`src/rtl/busreq_pkg.sv`:
```
package busreq_pkg;
  typedef enum logic [1:0] {
    ST_IDLE   = 2'b00,
    ST_REQ    = 2'b01,
    ST_MASTER = 2'b11,
    ST_LOCK   = 2'b10
  } busreq_state_t;
endpackage

```
`src/rtl/busreq_sync.sv`:
```
module busreq_sync #(
  parameter int WIDTH  = 3,
  parameter int STAGES = 2
) (
  input  logic             clk,
  input  logic             rst,
  input  logic [WIDTH-1:0] d,
  output logic [WIDTH-1:0] q
);
  logic [WIDTH-1:0] chain [STAGES];

  genvar s;
  generate
    for (s = 0; s < STAGES; s++) begin : g_stage
      always_ff @(posedge clk) begin
        if (rst) chain[s] <= '0;
        else if (s == 0) chain[s] <= d;
        else chain[s] <= chain[(s == 0) ? 0 : s-1];
      end
    end
  endgenerate

  assign q = chain[STAGES-1];
endmodule

```
`src/rtl/busreq_fsm.sv`:
```
module busreq_fsm
  import busreq_pkg::*;
(
  input  logic          clk,
  input  logic          rst,
  input  logic          qual,
  input  logic          clear,
  input  logic          bg_sync,
  input  logic          bus_busy,
  output busreq_state_t state_q,
  output busreq_state_t state_d,
  output logic          acked_d
);
  logic acked_q;
  logic bg_prev;
  logic bg_rise;

  assign bg_rise = bg_sync & ~bg_prev;

  always_comb begin
    state_d = state_q;
    acked_d = acked_q;
    unique case (state_q)
      ST_IDLE: if (qual) state_d = ST_REQ;
      ST_REQ: begin
        if (!qual) begin
          state_d = ST_IDLE;
          acked_d = 1'b0;
        end else if (!acked_q && bg_rise) begin
          acked_d = 1'b1;
        end else if (acked_q && !bus_busy) begin
          state_d = ST_MASTER;
          acked_d = 1'b0;
        end
      end
      ST_MASTER: begin
        if (clear) state_d = ST_LOCK;
        else if (!qual) state_d = ST_IDLE;
      end
      ST_LOCK: if (!qual) state_d = ST_IDLE;
      default: state_d = ST_IDLE;
    endcase
  end

  always_ff @(posedge clk) begin
    if (rst) begin
      state_q <= ST_IDLE;
      acked_q <= 1'b0;
      bg_prev <= 1'b0;
    end else begin
      state_q <= state_d;
      acked_q <= acked_d;
      bg_prev <= bg_sync;
    end
  end
endmodule

```
`src/rtl/busreq_outreg.sv`:
```
module busreq_outreg
  import busreq_pkg::*;
(
  input  logic          clk,
  input  logic          rst,
  input  busreq_state_t state_q,
  input  busreq_state_t state_d,
  input  logic          acked_d,
  input  logic          bg_sync,
  input  logic          vec_bit,
  output logic          br_n,
  output logic          bg_out,
  output logic          sack_n,
  output logic          bbsy_n,
  output logic          bus_intr_n,
  output logic          bus_vec_n,
  output logic          master_n,
  output logic          start_intr_n,
  output logic          intr_done
);
  logic take;
  logic to_master;

  assign take      = (state_q == ST_REQ) && (state_d == ST_MASTER);
  assign to_master = (state_d == ST_MASTER);

  always_ff @(posedge clk) begin
    if (rst) begin
      br_n         <= 1'b1;
      bg_out       <= 1'b0;
      sack_n       <= 1'b1;
      bbsy_n       <= 1'b1;
      bus_intr_n   <= 1'b1;
      bus_vec_n    <= 1'b1;
      master_n     <= 1'b1;
      start_intr_n <= 1'b1;
      intr_done    <= 1'b0;
    end else begin
      br_n         <= ~((state_d == ST_REQ) && !acked_d);
      bg_out       <= bg_sync && (state_d != ST_REQ);
      sack_n       <= ~(((state_d == ST_REQ) && acked_d) || take);
      bbsy_n       <= ~to_master;
      bus_intr_n   <= ~to_master;
      bus_vec_n    <= ~(to_master && vec_bit);
      master_n     <= ~to_master;
      start_intr_n <= ~take;
      intr_done    <= (state_q == ST_MASTER) && (state_d == ST_LOCK);
    end
  end
endmodule

```
`src/rtl/busreq_ctrl.sv`:
```
module busreq_ctrl
  import busreq_pkg::*;
#(
  parameter int SYNC_STAGES = 2
) (
  input  logic clk,
  input  logic rst,
  input  logic dev_req,
  input  logic dev_en,
  input  logic dev_clear,
  input  logic vec_bit,
  input  logic bg_in,
  input  logic bbsy_in_n,
  input  logic ssyn_in_n,
  output logic br_n,
  output logic bg_out,
  output logic sack_n,
  output logic bbsy_n,
  output logic bus_intr_n,
  output logic bus_vec_n,
  output logic master_n,
  output logic start_intr_n,
  output logic intr_done
);
  localparam int SYNC_W = 3;

  logic [SYNC_W-1:0] raw_bus;
  logic [SYNC_W-1:0] sync_bus;
  logic              bg_sync;
  logic              bus_busy;
  busreq_state_t     state_q;
  busreq_state_t     state_d;
  logic              acked_d;

  assign raw_bus  = {~ssyn_in_n, ~bbsy_in_n, bg_in};
  assign bg_sync  = sync_bus[0];
  assign bus_busy = sync_bus[1] | sync_bus[2];

  busreq_sync #(.WIDTH(SYNC_W), .STAGES(SYNC_STAGES)) u_sync (
    .clk(clk), .rst(rst), .d(raw_bus), .q(sync_bus)
  );

  busreq_fsm u_fsm (
    .clk(clk), .rst(rst), .qual(dev_req & dev_en), .clear(dev_clear),
    .bg_sync(bg_sync), .bus_busy(bus_busy),
    .state_q(state_q), .state_d(state_d), .acked_d(acked_d)
  );

  busreq_outreg u_out (
    .clk(clk), .rst(rst), .state_q(state_q), .state_d(state_d),
    .acked_d(acked_d), .bg_sync(bg_sync), .vec_bit(vec_bit),
    .br_n(br_n), .bg_out(bg_out), .sack_n(sack_n), .bbsy_n(bbsy_n),
    .bus_intr_n(bus_intr_n), .bus_vec_n(bus_vec_n), .master_n(master_n),
    .start_intr_n(start_intr_n), .intr_done(intr_done)
  );
endmodule

```
`config.mk`:
```
export PLATFORM = sky130hd
export DESIGN_NAME = busreq_ctrl
export DESIGN_NICKNAME = d
export VERILOG_FILES = /design/src/rtl/busreq_pkg.sv /design/src/rtl/busreq_sync.sv /design/src/rtl/busreq_fsm.sv /design/src/rtl/busreq_outreg.sv /design/src/rtl/busreq_ctrl.sv
export SDC_FILE = /design/constraint.sdc
export NUM_CORES = 1
export LEC_CHECK = 0
export CAP_MARGIN = 20
export CORE_AREA = 2 2 39 41
export CTS_CLUSTER_DIAMETER = 80
export CTS_CLUSTER_SIZE = 24
export DETAILED_ROUTE_END_ITERATION = 10
export DIE_AREA = 0 0 41 43
export PLACE_DENSITY = 0.69
export SYNTH_ARGS = -nofsm -noshare
export SYNTH_HDL_FRONTEND = slang
export SYNTH_SLANG_ARGS = --single-unit
```
`constraint.sdc`:
```
create_clock -name clk -period 3.6 [get_ports clk]
set_input_delay 0.72 -clock clk [delete_from_list [all_inputs] [get_ports clk]]
set_output_delay 0.72 -clock clk [all_outputs]
set_load 0.005 [all_outputs]
```
==> results.md <==
- Fmax: 537 MHz
- Final setup fails: 0
- Post-synth ARST share: 0
- Dpl hpwl: 644 um
- Post-synth cell types: 25
- Synthesized area: 554 um2
- Vias per Instance: 4.87
- Postcts setup bufs: 0
- First-pass DRT Iterations: 3
- DR vias: 419
- WL/cell: 10.3 um
- H-Tree Depth: 1
- Seq/Total Area, Yosys: 0.614
- ANT nets after route: 0
- Placed insts: 82
- Clk sinks: 17
- Final wirelength: 888 um
- CTS Root Cell: clkbuf_4
- Post_cts resized: 0
- Hold Slack: 439 ps
- Top-area cell type share of the netlist area: 0.614
- Layout Area Growth over Synthesis: 35.7%
- First DRT Iteration DRCs: 2
- IO Port Bufs: 17
- Die Y: 43 um
- Main flop type after synthesis: dfxtp_1
- Clk_lat worst skew: 290 ps
- Reg clk slew, reported paths: 90 ps
- IR drop worst, VDD: 0.200 mV
- Die width: 41 um
- Setup TNS: 0 ps
- Area after DPL: 726 um2
- Row count: 14
- Share of layout cells above drive strength 1: 0.0571
- RSZ-0062 raised after global routing: false
- Vias in the first global route: 344
- GR Overflow Total: 0
- Cell count after synthesis: 52
- Max incr delay on CP: 500 ps
- GRT Total Usage: 0.118
- CP bufs+invs: 1
- CP required: 2880 ps
- Full die area: 1760 um2
- Remaining DRCs: 0
- TritonCTS clock tree: built
- #FFs+latches synth: 17
- CTS Hold Bufs: 0
- Crit path max-delay cell type: clkdlybuf4s50_1
- RD Place Congestion: 0.698
- Initial core utilization: 0.401
- Worst Path Max Fanout: 3
- Clock Tree Buf Depth: 2
- Worst setup SP type: register
- Status: finished, final reports clean
- Final Hold Viols: 0
- YS warnings: 0
- EDFF count, synth: 0
- CP Capture Type: output port
- Mean Syn Cell Area: 10.7 um2
- Num CTS Buffers: 3
- Crit Path Class: register to output port
- Core ar.: 1380 um2
- Final Total Pwr: 0.314 mW
- Largest net degree at the start of global routing: 15
- Multi-input logic area: 191 um2
- Finished Cell Area: 752 um2
- CP Cell Sequence: clkdlybuf4s50_1
- Syn nets: 61
- Pleak: 0.283 nW
- Final nets: 80
- Worst-margin pin slew: 428 ps
- Reg area: 340 um2
- Final Slew Violations: 0
- Antenna violations before repair: 0
- Filler cell count: 133
- Post-route setup slack: 1740 ps
- Delay-heaviest family, CP: buffers and inverters
- Max Cap Viol: 0
- I/O pins: 18
- Pre-CTS setup slack: 1530 ps
- Clk_skew: 1.98 ps
- Layout Cells excl Fill: 86
- PD cells: 417 nW/um2
- Main area contributors after synthesis: dfxtp_1 61%, nor2b_1 5.6%, buf_4 2.7%
- Final core utilization: 0.543
- Hold Path Class: register to register
- Post-synth top area cell: dfxtp_1
- CP Data Arrival Time: 1140 ps
- Min cycle time layout: 1860 ps
- Diode count: 0
- Crit share post-route: 0.517
- First-pass GRT wire length: 1330 um
- Slew headroom: 0.713
[routing by layer]
metal | global-route usage | vias up | wire (um)
met4 | 0.120 | 0 | 35
met2 | 0.172 | 17 | 369
met1 | 0.123 | 182 | 408
met5 | 0 | - | 0
met3 | 0.0314 | 5 | 75
li1 | - | 215 | -
[cell usage after synthesis (2+ instances only)]
library cell   n
buf_4          2
dfxtp_1       17
nand2_1        3
nand3_1        2
nor2_1         4
nor2b_1        5
[sequential cells by signal (all words and copies together) (netlist names)]
| name | flops |
|---|---|
| u_out.br_n | 1 |
| u_sync.chain | 6 |
| u_fsm.bg_prev | 1 |
| u_fsm.state_q | 2 |
| u_out.bus_vec_n | 1 |
| u_out.bbsy_n | 1 |
| u_out.bg_out | 1 |
| u_out.intr_done | 1 |
| u_out.sack_n | 1 |
| u_out.start_intr_n | 1 |
| u_fsm.acked_q | 1 |
[final timing paths]
check,start,endpoint,slack [ps],cells past startpoint
worst max-delay path,u_out.bbsy_n,bus_intr_n,1740,1
worst min-delay path,u_sync.chain[0][2],u_sync.chain[1][2],440,1
worst max register to register,u_fsm.state_q[1],u_out.sack_n,2310,3
worst min register to register,u_sync.chain[0][2],u_sync.chain[1][2],440,1
[where the power goes]
| group | leakage, nW | internal [mW] | switching [mW] | total (mW) |
|---|---|---|---|---|
| logic | 0.129 | 0.0131 | 0.00744 | 0.0205 |
| registers | 0.139 | 0.193 | 0.00191 | 0.195 |
| clock network | 0.0150 | 0.0431 | 0.0554 | 0.0985 |
[area by class of cell]
type / instances / area share
inverters: 1 / 0.00499
flip-flops and latches: 17 / 0.453
repair buffers: 17 / 0.226
clock buffers: 4 / 0.0349
multi-input cells: 31 / 0.255
well taps: 16 / 0.0266
[cell usage in the layout (no fill, tap or decap)]
cell type and n:
nor3_1 1, or2_2 1, nor2_1 4, and4b_1 1, clkbuf_1 1, inv_1 1, nand2b_1 1, mux2i_1 1
or4_1 1, or3b_1 1, a31oi_1 1, a21boi_0 1, nor3b_1 1, nand3b_1 1, a22o_1 1, nand3_1 2
clkdlybuf4s50_1 17, nor2b_1 5, clkbuf_4 3, nand4_1 1, o22ai_1 1, and2b_1 1, nand2_1 3, o21a_1 1
a21oi_1 1, dfxtp_1 17
[kinds of logic (layout without fill, tap and decap cells)]
family | count (synthesis) | after routing | synth area share
buf+inv | 4 | 22 | 0.0406
mux | 1 | 1 | 0.0181
flops | 17 | 17 | 0.614
compound gates | 6 | 6 | 0.0745
simple gates | 24 | 24 | 0.253
(Power assumes the default switching activity.)
